## src/rtl/ref_sel_pkg.sv

```systemverilog
`timescale 1ns/1ps
package ref_sel_pkg;
  typedef enum logic [1:0] {
    ST_LOCKED   = 2'd0,
    ST_HOLDOVER = 2'd1,
    ST_REACQ    = 2'd2
  } ref_state_e;

  typedef enum logic [2:0] {
    RSN_NONE     = 3'd0,
    RSN_LOS      = 3'd1,
    RSN_QL       = 3'd2,
    RSN_MANUAL   = 3'd3,
    RSN_INTERNAL = 3'd4
  } ref_reason_e;
endpackage

```

## src/rtl/ref_qualify.sv

```systemverilog
`timescale 1ns/1ps
module ref_qualify #(
  parameter int N_IN  = 4,
  parameter int QL_W  = 4,
  parameter int TMR_W = 16
) (
  input  logic                   clk_i,
  input  logic                   rst_ni,
  input  logic [N_IN-1:0]        los_i,
  input  logic [N_IN-1:0]        lol_i,
  input  logic [N_IN*QL_W-1:0]   ql_i,
  input  logic [QL_W-1:0]        ql_gate_i,
  input  logic [TMR_W-1:0]       wtr_i,
  output logic [N_IN-1:0]        good_o,
  output logic [N_IN-1:0]        stable_o
);
  for (genvar i = 0; i < N_IN; i++) begin : g_in
    logic [TMR_W-1:0] run_q;

    assign good_o[i]   = !los_i[i] && !lol_i[i] && (ql_i[i*QL_W +: QL_W] <= ql_gate_i);
    assign stable_o[i] = run_q >= wtr_i;

    // good-run length, stops at the restore window
    always_ff @(posedge clk_i or negedge rst_ni) begin
      if (!rst_ni)             run_q <= '0;
      else if (!good_o[i])     run_q <= '0;
      else if (run_q < wtr_i)  run_q <= run_q + 1'b1;
    end
  end
endmodule

```

## src/rtl/ref_pick.sv

```systemverilog
`timescale 1ns/1ps
module ref_pick #(
  parameter int N_IN   = 4,
  parameter int PRIO_W = 2,
  parameter int IDX_W  = 2
) (
  input  logic [N_IN-1:0]        mask_i,
  input  logic [N_IN*PRIO_W-1:0] prio_i,
  output logic                   vld_o,
  output logic [IDX_W-1:0]       idx_o
);
  logic [PRIO_W-1:0] best;

  // strict compare keeps the lower index on ties
  always_comb begin
    vld_o = 1'b0;
    idx_o = '0;
    best  = '0;
    for (int i = 0; i < N_IN; i++) begin
      if (mask_i[i] && (!vld_o || prio_i[i*PRIO_W +: PRIO_W] < best)) begin
        vld_o = 1'b1;
        idx_o = IDX_W'(i);
        best  = prio_i[i*PRIO_W +: PRIO_W];
      end
    end
  end
endmodule

```

## src/rtl/ref_sel_fsm.sv

```systemverilog
`timescale 1ns/1ps
module ref_sel_fsm
  import ref_sel_pkg::*;
#(
  parameter int N_IN   = 4,
  parameter int PRIO_W = 2,
  parameter int TMR_W  = 16,
  parameter int IDX_W  = 2
) (
  input  logic                   clk_i,
  input  logic                   rst_ni,
  input  logic [N_IN-1:0]        good_i,
  input  logic [N_IN-1:0]        stable_i,
  input  logic [N_IN-1:0]        los_i,
  input  logic [N_IN-1:0]        lol_i,
  input  logic [N_IN*PRIO_W-1:0] prio_i,
  input  logic [TMR_W-1:0]       holdoff_i,
  input  logic [TMR_W-1:0]       settle_i,
  input  logic                   revert_en_i,
  input  logic                   auto_dis_i,
  input  logic [IDX_W-1:0]       force_sel_i,
  input  logic                   man_req_i,
  input  logic [IDX_W-1:0]       man_sel_i,
  output logic [IDX_W-1:0]       sel_o,
  output ref_state_e             state_o,
  output ref_reason_e            reason_o,
  output logic                   switch_o
);
  ref_state_e        state_q;
  ref_reason_e       reason_q, fault_rsn;
  logic [IDX_W-1:0]  sel_q;
  logic              switch_q;
  logic [TMR_W-1:0]  hold_cnt, settle_cnt, man_cnt;

  logic [N_IN-1:0]   allow, self_m, better, fail_m, any_m, rev_m;
  logic [PRIO_W-1:0] cur_prio;
  logic              cur_good, man_ok;
  logic              fail_vld, any_vld, rev_vld;
  logic [IDX_W-1:0]  fail_idx, any_idx, rev_idx;

  always_comb begin
    allow    = auto_dis_i ? (N_IN'(1) << force_sel_i) : {N_IN{1'b1}};
    self_m   = N_IN'(1) << sel_q;
    cur_prio = prio_i[int'(sel_q)*PRIO_W +: PRIO_W];
    for (int i = 0; i < N_IN; i++) better[i] = prio_i[i*PRIO_W +: PRIO_W] < cur_prio;
    fail_m   = good_i & allow & ~self_m;
    any_m    = good_i & allow;
    rev_m    = good_i & stable_i & allow & better;
    cur_good = good_i[sel_q];
    man_ok   = (man_sel_i != sel_q) && good_i[man_sel_i] && stable_i[man_sel_i];
    if (los_i[sel_q])      fault_rsn = RSN_LOS;
    else if (lol_i[sel_q]) fault_rsn = RSN_INTERNAL;
    else                   fault_rsn = RSN_QL;
  end

  ref_pick #(.N_IN(N_IN), .PRIO_W(PRIO_W), .IDX_W(IDX_W)) u_pick_fail (
    .mask_i(fail_m), .prio_i(prio_i), .vld_o(fail_vld), .idx_o(fail_idx));
  ref_pick #(.N_IN(N_IN), .PRIO_W(PRIO_W), .IDX_W(IDX_W)) u_pick_any (
    .mask_i(any_m), .prio_i(prio_i), .vld_o(any_vld), .idx_o(any_idx));
  ref_pick #(.N_IN(N_IN), .PRIO_W(PRIO_W), .IDX_W(IDX_W)) u_pick_rev (
    .mask_i(rev_m), .prio_i(prio_i), .vld_o(rev_vld), .idx_o(rev_idx));

  always_ff @(posedge clk_i or negedge rst_ni) begin
    if (!rst_ni) begin
      state_q    <= ST_HOLDOVER;
      reason_q   <= RSN_NONE;
      sel_q      <= '0;
      switch_q   <= 1'b0;
      hold_cnt   <= '0;
      settle_cnt <= '0;
      man_cnt    <= '0;
    end else begin
      switch_q <= 1'b0;
      unique case (state_q)
        ST_LOCKED: begin
          if (auto_dis_i && sel_q != force_sel_i) begin
            sel_q      <= force_sel_i;
            switch_q   <= 1'b1;
            reason_q   <= RSN_MANUAL;
            state_q    <= ST_REACQ;
            settle_cnt <= '0;
            hold_cnt   <= '0;
            man_cnt    <= '0;
          end else if (!cur_good) begin
            man_cnt <= '0;
            if (hold_cnt >= holdoff_i) begin
              hold_cnt <= '0;
              reason_q <= fault_rsn;
              if (fail_vld) begin
                sel_q    <= fail_idx;
                switch_q <= 1'b1;
              end else begin
                state_q  <= ST_HOLDOVER;
              end
            end else begin
              hold_cnt <= hold_cnt + 1'b1;
            end
          end else begin
            hold_cnt <= '0;
            if (man_req_i && !auto_dis_i) begin
              if (!man_ok) begin
                man_cnt <= '0;
              end else if (man_cnt >= holdoff_i) begin
                man_cnt  <= '0;
                sel_q    <= man_sel_i;
                switch_q <= 1'b1;
                reason_q <= RSN_MANUAL;
              end else begin
                man_cnt <= man_cnt + 1'b1;
              end
            end else begin
              man_cnt <= '0;
              if (revert_en_i && rev_vld && !auto_dis_i) begin
                sel_q    <= rev_idx;
                switch_q <= 1'b1;
              end
            end
          end
        end
        ST_HOLDOVER: begin
          if (any_vld) begin
            state_q    <= ST_REACQ;
            settle_cnt <= '0;
            sel_q      <= any_idx;
            switch_q   <= (any_idx != sel_q);
          end
        end
        ST_REACQ: begin
          if (auto_dis_i && sel_q != force_sel_i) begin
            sel_q      <= force_sel_i;
            switch_q   <= 1'b1;
            reason_q   <= RSN_MANUAL;
            settle_cnt <= '0;
          end else if (!cur_good) begin
            settle_cnt <= '0;
          end else if (settle_cnt >= settle_i) begin
            state_q    <= ST_LOCKED;
            settle_cnt <= '0;
            hold_cnt   <= '0;
            man_cnt    <= '0;
          end else begin
            settle_cnt <= settle_cnt + 1'b1;
          end
        end
        default: state_q <= ST_HOLDOVER;
      endcase
    end
  end

  assign sel_o    = sel_q;
  assign state_o  = state_q;
  assign reason_o = reason_q;
  assign switch_o = switch_q;

  assert_fail_pick_usable_R1: assert property (@(posedge clk_i) disable iff (!rst_ni)
    fail_vld |-> good_i[fail_idx]);
  assert_holdoff_keeps_sel_R3: assert property (@(posedge clk_i) disable iff (!rst_ni)
    (state_q == ST_LOCKED && !cur_good && hold_cnt < holdoff_i && !auto_dis_i) |=> $stable(sel_q));
  assert_holdover_waits_R8: assert property (@(posedge clk_i) disable iff (!rst_ni)
    (state_q == ST_HOLDOVER && !any_vld) |=> (state_q == ST_HOLDOVER && $stable(sel_q)));
  assert_settle_restart_R10: assert property (@(posedge clk_i) disable iff (!rst_ni)
    (state_q == ST_REACQ && !cur_good) |=> state_q == ST_REACQ);
  assert_pulse_on_change_R12: assert property (@(posedge clk_i) disable iff (!rst_ni)
    switch_q |-> sel_q != $past(sel_q));
endmodule

```

## src/rtl/ref_sel_ctrl.sv

```systemverilog
`timescale 1ns/1ps
module ref_sel_ctrl
  import ref_sel_pkg::*;
#(
  parameter int N_IN   = 4,
  parameter int QL_W   = 4,
  parameter int PRIO_W = 2,
  parameter int TMR_W  = 16,
  localparam int IDX_W = (N_IN > 1) ? $clog2(N_IN) : 1
) (
  input  logic                   clk_i,
  input  logic                   rst_ni,
  input  logic [N_IN-1:0]        los_i,
  input  logic [N_IN-1:0]        lol_i,
  input  logic [N_IN*QL_W-1:0]   ql_i,
  input  logic [N_IN*PRIO_W-1:0] prio_i,
  input  logic [QL_W-1:0]        ql_gate_i,
  input  logic [TMR_W-1:0]       holdoff_i,
  input  logic [TMR_W-1:0]       wtr_i,
  input  logic [TMR_W-1:0]       settle_i,
  input  logic                   revert_en_i,
  input  logic                   auto_dis_i,
  input  logic [IDX_W-1:0]       force_sel_i,
  input  logic                   man_req_i,
  input  logic [IDX_W-1:0]       man_sel_i,
  output logic [IDX_W-1:0]       sel_o,
  output logic [1:0]             state_o,
  output logic [2:0]             reason_o,
  output logic                   switch_o
);
  logic [N_IN-1:0] good, stable;
  ref_state_e      state;
  ref_reason_e     reason;

  ref_qualify #(.N_IN(N_IN), .QL_W(QL_W), .TMR_W(TMR_W)) u_qualify (
    .clk_i     (clk_i),
    .rst_ni    (rst_ni),
    .los_i     (los_i),
    .lol_i     (lol_i),
    .ql_i      (ql_i),
    .ql_gate_i (ql_gate_i),
    .wtr_i     (wtr_i),
    .good_o    (good),
    .stable_o  (stable)
  );

  ref_sel_fsm #(.N_IN(N_IN), .PRIO_W(PRIO_W), .TMR_W(TMR_W), .IDX_W(IDX_W)) u_fsm (
    .clk_i       (clk_i),
    .rst_ni      (rst_ni),
    .good_i      (good),
    .stable_i    (stable),
    .los_i       (los_i),
    .lol_i       (lol_i),
    .prio_i      (prio_i),
    .holdoff_i   (holdoff_i),
    .settle_i    (settle_i),
    .revert_en_i (revert_en_i),
    .auto_dis_i  (auto_dis_i),
    .force_sel_i (force_sel_i),
    .man_req_i   (man_req_i),
    .man_sel_i   (man_sel_i),
    .sel_o       (sel_o),
    .state_o     (state),
    .reason_o    (reason),
    .switch_o    (switch_o)
  );

  assign state_o  = state;
  assign reason_o = reason;
endmodule

```

## config.mk

```make
export PLATFORM = sky130hd
export DESIGN_NAME = ref_sel_ctrl
export DESIGN_NICKNAME = d
export VERILOG_FILES = /design/src/rtl/ref_sel_pkg.sv /design/src/rtl/ref_qualify.sv /design/src/rtl/ref_pick.sv /design/src/rtl/ref_sel_fsm.sv /design/src/rtl/ref_sel_ctrl.sv
export SDC_FILE = /design/constraint.sdc
export NUM_CORES = 1
export LEC_CHECK = 0
export ABC_AREA = 1
export CAP_MARGIN = 30
export CORE_MARGIN = 2
export CORE_UTILIZATION = 55
export CTS_CLUSTER_SIZE = 10
export DETAILED_ROUTE_END_ITERATION = 8
export PLACE_DENSITY = 0.76
export SETUP_SLACK_MARGIN = 0.02
export SYNTH_ARGS = -nofsm -noshare
export SYNTH_HDL_FRONTEND = slang
export SYNTH_HIERARCHICAL = 1
export SYNTH_SLANG_ARGS = --single-unit
```

## constraint.sdc

```tcl
create_clock -name clk_i -period 14 [get_ports clk_i]
set_clock_uncertainty 0.1 [all_clocks]
set_input_delay 2.1 -clock clk_i [delete_from_list [all_inputs] [get_ports clk_i]]
set_output_delay 2.1 -clock clk_i [all_outputs]
set_load 0.02 [all_outputs]
```

After elaboration in Yosys (flattened, before gate mapping)

Index checks and enable logic that the tools add are counted.
W data, S select, Z words.

Add/subtract/negate cells: 7
$lt $le $gt $ge: 30
Equality and inequality tests: 26
Shift-type cells: 3
Muxes and demuxes: 109
Bitwise operators: 6
Reduce and logical (&&, ||, !) cells: 58

Operators by type and width:

| operator                | count |
|---|---|
| $mux W16                | 24 |
| $add A16 B1 Y16 const B | 7 |
| $ge A16 B16 Y1          | 7 |
| $mux W2                 | 33 |
| $lt A16 B16 Y1          | 4 |
| $pmux W16 S2            | 2 |
| $pmux W16 S3            | 1 |
| $mux W1                 | 30 |
| $mux W3                 | 9 |
| $lt A2 B2 Y1            | 13 |
| $logic_and A1 B1 Y1     | 23 |
| $and A4 B4 Y4           | 5 |
| $logic_not A1 Y1        | 18 |
| $le A4 B4 Y1            | 4 |
| $ne A5 B5 Y1 const B    | 3 |
| $ne A4 B4 Y1 const B    | 3 |
| $pmux W2 S3             | 2 |
| $bmux W1 S2             | 5 |
| $ne A2 B1 Y1 const B    | 5 |
| $ne A2 B2 Y1 const B    | 5 |
| $logic_or A1 B1 Y1      | 9 |
| $ne A4 B1 Y1 const B    | 2 |
| $reduce_and A8 Y1       | 1 |
| $shiftx A8 B4 Y2        | 1 |
| 18 further kinds        | 23 |

Register bits after elaboration: 120
Input bits: 93
Output and inout port bits: 8
Logic and storage cells: 250

Logic depth before layout (Yosys ltp)

Word-level depth: 26
Mapped depth: 41
Gate-level depth less buffers: 40

Hierarchy

The synthesis kept the hierarchy.

Modules (own cells, without submodules):

| module      | times used | cells each | area each (µm²) | sequential area each (µm²) |
|---|---|---|---|---|
| ref_qualify | 1          | 914        | 6344.8          | 1601.5 |
| ref_sel_fsm | 1          | 735        | 5077.4          | 1402.6 |
| ref_pick    | 3          | 43         | 212.7           | 0.0 |

Worst setup path before layout

No wires, ideal clock.

Path type: input-to-reg
Start point: input wtr_i[15]
End point: register u_fsm.sel_q[0], in the netlist u_fsm/sel_o[0]
Setup time: 0.083 ns
Arrival: 6.567 ns
Required time: 13.817 ns
Setup slack: 7.250 ns
Stages on the path: 33
Path buffers: 1
Cell sequence: inv_1 -> ha_1 -> nand2_1 -> nor3_2 -> nand2_2 -> buf_2 -> nand3_1 -> nand2_1 -> a2111oi_0 -> nand2_1 -> ha_1 -> nand2_1 -> nand2_1 -> nand2_1 -> nand2_2 -> o21ai_0 -> ha_1 -> nand2_1 -> nand2_1 -> nand2_2 -> nand2_2 -> o21ai_0 -> ha_1 -> nand2_1 -> nand2_1 -> nand2_1 -> nand2_1 -> nand2_1 -> nand2_1 -> o21ai_0 -> nand2_1 -> a31o_2 -> o21ai_0

Cells in the longest elaborated chain, start to end: 22
Elaborated cells between the ends (all ways): 42
Those cells by class: order compare (7); eq/ne (2); mux (17); bitwise (3); reduce/logical (13)

RTL lines:

| what                                             | RTL line           | RTL |
|---|---|---|
| start, declared                                  | ref_sel_ctrl.sv:19 | `input logic [TMR_W-1:0] wtr_i,` |
| $ge A16 B16 Y1 (*)                               | ref_qualify.sv:21  | `assign stable_o[i] = run_q >= wtr_i;` |
| named net stable[0]                              | ref_sel_ctrl.sv:31 | `logic [N_IN-1:0] good, stable;` |
| $and A4 B4 Y4 (*) (3 in a row)                   | ref_sel_fsm.sv:48  | `rev_m = good_i & stable_i & allow & better;` |
| named net u_fsm.rev_m[0]                         | ref_sel_fsm.sv:35  | `logic [N_IN-1:0] allow, self_m, better, fail_m, any_m, rev_m;` |
| $mux W2 or $mux W1 (tied branches)               | ref_pick.sv:20     | `if (mask_i[i] && (!vld_o \|\| prio_i[i*PRIO_W +: PRIO_W] < best)) begin` |
| $lt A2 B2 Y1 or $logic_not A1 Y1 (tied branches) | ref_pick.sv:20     |  |
| $logic_or A1 B1 Y1                               | ref_pick.sv:20     |  |
| $logic_and A1 B1 Y1                              | ref_pick.sv:20     |  |
| (+7 left out)                                    | n/a                |  |
| $logic_and A1 B1 Y1                              | ref_pick.sv:20     |  |
| $mux W2 (*)                                      | ref_pick.sv:20     |  |
| named net u_fsm.rev_idx[0]                       | ref_sel_fsm.sv:39  | `logic [IDX_W-1:0] fail_idx, any_idx, rev_idx;` |
| $mux W2 (*)                                      | ref_sel_fsm.sv:113 | `if (revert_en_i && rev_vld && !auto_dis_i) begin` |
| $mux W2 (*)                                      | ref_sel_fsm.sv:100 | `if (man_req_i && !auto_dis_i) begin` |
| $mux W2 (*)                                      | ref_sel_fsm.sv:84  | `end else if (!cur_good) begin` |
| $mux W2 (*)                                      | ref_sel_fsm.sv:76  | `if (auto_dis_i && sel_q != force_sel_i) begin` |
| $pmux W2 S3 (*)                                  | ref_sel_fsm.sv:74  | `unique case (state_q)` |
| end signal, assigned                             | ref_sel_fsm.sv:77  | `sel_q <= force_sel_i;` |
| end signal, assigned                             | ref_sel_fsm.sv:90  | `sel_q <= fail_idx;` |
| end signal, assigned                             | ref_sel_fsm.sv:105 | `sel_q <= man_sel_i;` |
| end, declared                                    | ref_sel_fsm.sv:31  | `logic [IDX_W-1:0] sel_q;` |

The timed path passes the listed nets; every way through them passes the cells marked *. The select of a mux whose other input is x is not followed.
A chain may end at the register's enable or synchronous reset.

Final worst setup path

Start point: input wtr_i[9]
End point: register u_fsm.sel_q[0], in the netlist u_fsm/sel_o[0]

The elaborated chain is that of the path after synthesis.

==> results.json <==
{
  "max-slew-margin-rel": 0.199,
  "worst_pin_slew_ns": 1.17,
  "yosysMostFrequentCell": "nand2_1",
  "synthFlopType": "dfrtp_1",
  "path_common_cell": "nand2_1",
  "place_ws_ns": 6.06,
  "ys_seq_area_frac": 0.249,
  "drive_gt1_frac": 0.0650,
  "drc": 0,
  "grt_max_degree": 64,
  "critPathSlowestCell": "a2111oi_0",
  "grt_pass1_vias": 11100,
  "path_clk_slew_ns": 0.05,
  "clk_path_buf_depth": 2,
  "h-tree-depth": 4,
  "period_share": 0.549,
  "die_w_um": 152,
  "synth_edf_count": 0,
  "track_usage": 0.274,
  "synth_cells": 1778,
  "via_count": 11800,
  "num_io_pins": 101,
  "post-route-util": 0.637,
  "cts_buffers": 17,
  "antenna_found_initial": 1,
  "crit_type": "in2reg",
  "ant_nets": 0,
  "grt_pass1_wl_um": 52600,
  "clkSinkCount": 120,
  "arrival_ns": 7.92,
  "synthTopCellsByArea": "dfrtp_1 (25%), ha_1 (16%), nand2_1 (15%), inv_1 (8.0%), nand3_1 (6.5%)",
  "crit_fanout": 18,
  "routabilityCongestion": 0.935,
  "yosys.area.top_type": "dfrtp_1",
  "hold_viol": 0,
  "setup_ws_ns": 6.32,
  "yosysWarnings": 6,
  "portBuffers": 100,
  "worstSetupEndpointType": "register",
  "dr.pass1.iters": 6,
  "powerDensity_nw_per_um2": 92.0,
  "area.growth.synth_to_final_pct": 14.5,
  "syn_avg_cell_area_um2": 6.78,
  "grt-ovfl-total": 0,
  "cts_tree": "done",
  "first_iter_violations": 850,
  "cpPeakStageDelay_ns": 0.97,
  "grt_setup_unrepaired": "no",
  "yosysTopAreaCellShare": 0.247,
  "final_nets": 2109,
  "maxCapViolations": 0,
  "cts_root_buffer": "clkbuf_16",
  "status": "completed",
  "p_leak_nw": 7.22,
  "synth-seq-cells": 120,
  "ys_types": 46,
  "cts_hold_buffers": 0,
  "finalSetupViolations": 0,
  "cts_setup_buffers": 0,
  "fin_area_um2": 13800,
  "die_area_um2": 23100,
  "finalWorstPathRequiredPeriod_ns": 7.68,
  "initial_utilization": 0.556,
  "hp-class": "reg2reg",
  "insertedDiodeCount": 0,
  "cp_top_family": "simple AND/OR/NAND/NOR gates",
  "synth_common_cells": "nand2_1 (474), inv_1 (257), nand3_1 (156)",
  "clock.fmax_mhz": 130,
  "routed_wl_um": 31300,
  "max-vdd-ir-drop_mv": 0.0710,
  "finalSetupTns_ns": 0,
  "dpl.hpwl_um": 23900,
  "rows": 54,
  "placed_cell_area_um2": 13200,
  "routedWlPerCell_um": 14.5,
  "hold_ws_ns": 0.427,
  "cp.buffers_inverters": 2,
  "clkLatencyLatePin_ns": 0.43,
  "cp.required_ns": 14.24,
  "async_reset_ff_frac": 1.00,
  "chipHeight_um": 152,
  "cts_resized": 0,
  "viasPerCell": 5.47,
  "drv_slew": 0,
  "worstSetupStartpointType": "primary input",
  "coreArea_um2": 21700,
  "syn_area_um2": 12100,
  "syn_nets": 2023
}
-- cell usage in the layout, fill, tap and decap left out, drive strengths merged, types with 2 or more instances in the layout --
master / instances
a2111oi: 2
a21o: 5
a21oi: 70
a221oi: 4
buf: 4
bufinv: 3
clkbuf: 17
clkdlybuf4s50: 99
clkinv: 5
clkinvlp: 4
dfrtp: 119
ha: 152
inv: 266
nand2: 507
nand3: 159
nand3b: 7
nand4: 101
nor2: 172
nor3: 29
nor3b: 3
nor4: 3
o211ai: 2
o21a: 3
o21ai: 66
o21bai: 3
o22ai: 4
o31ai: 3
or2: 8
xnor2: 14
xor2: 36
-- power by group --
group	total (W)	switching (W)	internal, W
clock	0.000454	0.000174	0.000280
combinational	0.000434	0.000290	0.000143
sequential	0.000383	0.0000193	0.000364
-- worst register-to-register path, delay by kind of cell (launching register included) --
family,cells,cell delay (ns)
AND/OR/NAND/NOR,18,1.53
AO/OA/AOI/OAI,7,2.40
flip-flops,1,0.55
adder cells (fa/ha/maj),4,1.27
buffers and inverters,1,0.16
-- per-layer routing --
metal | GRT usage | share of wire
met3 | 0.0454 | 0.056
met2 | 0.468 | 0.48
met5 | 0 | 0.00042
met1 | 0.352 | 0.44
met4 | 0.0957 | 0.027
-- path summary, 6_finish.rpt --
check	end	depth (start not counted)	slack, ns	startpoint
setup / recovery	u_fsm/sel_o[0]	34	6.32	wtr_i[9]
hold / removal	u_fsm/reason_o[2]	2	0.43	u_fsm/reason_o[2]
setup reg to reg	u_fsm/sel_o[0]	30	7.92	u_fsm/sel_o[0]
hold reg to reg	u_fsm/reason_o[2]	2	0.43	u_fsm/reason_o[2]
max in group asynchronous	u_qualify/g_in[0].run_q[10]	2	10.86	rst_ni
min in group asynchronous	u_fsm/settle_cnt[13]	1	1.65	rst_ni
-- per-stage QoR --
stage,cells,total power [W]
final,2156,0.00127
after global routing,2156,0.00135
after CTS,2155,0.00127
after detailed placement,2124,0.000814
after global placement,2124,0.000806
after floorplan,1778,0.000700
-- flip-flops by register name, summed over array words and instances (netlist names) --
register / flops
u_fsm/state_o: 2
u_fsm/man_cnt: 16
u_fsm/reason_o: 3
u_qualify/g_in.run_q: 64
u_fsm/settle_cnt: 16
u_fsm/hold_cnt: 16
u_fsm/switch_o: 1
u_fsm/sel_o: 2
-- logic make-up (layout without fill, tap and decap cells) --
logic type	Yosys count	count (layout)	share of synthesized area
buffers and inverters	300	398	0.102
adders and majority gates	152	152	0.158
xor gates and xnor gates	50	50	0.0363
AOI/OAI and AO/OA	166	166	0.0804
DFF	120	120	0.249
and+or+nand+nor	990	990	0.374
-- cell type report --
cell class	count	area, µm²
clock buffers	17	425
repair buffers	103	1040
well taps	280	350
fillers	1967	7880
clock inverters	14	174
inverters	264	993
flip-flops and latches	120	3000
multi-input cells	1358	7830
Note: power is estimated with default switching activity, not from simulation.
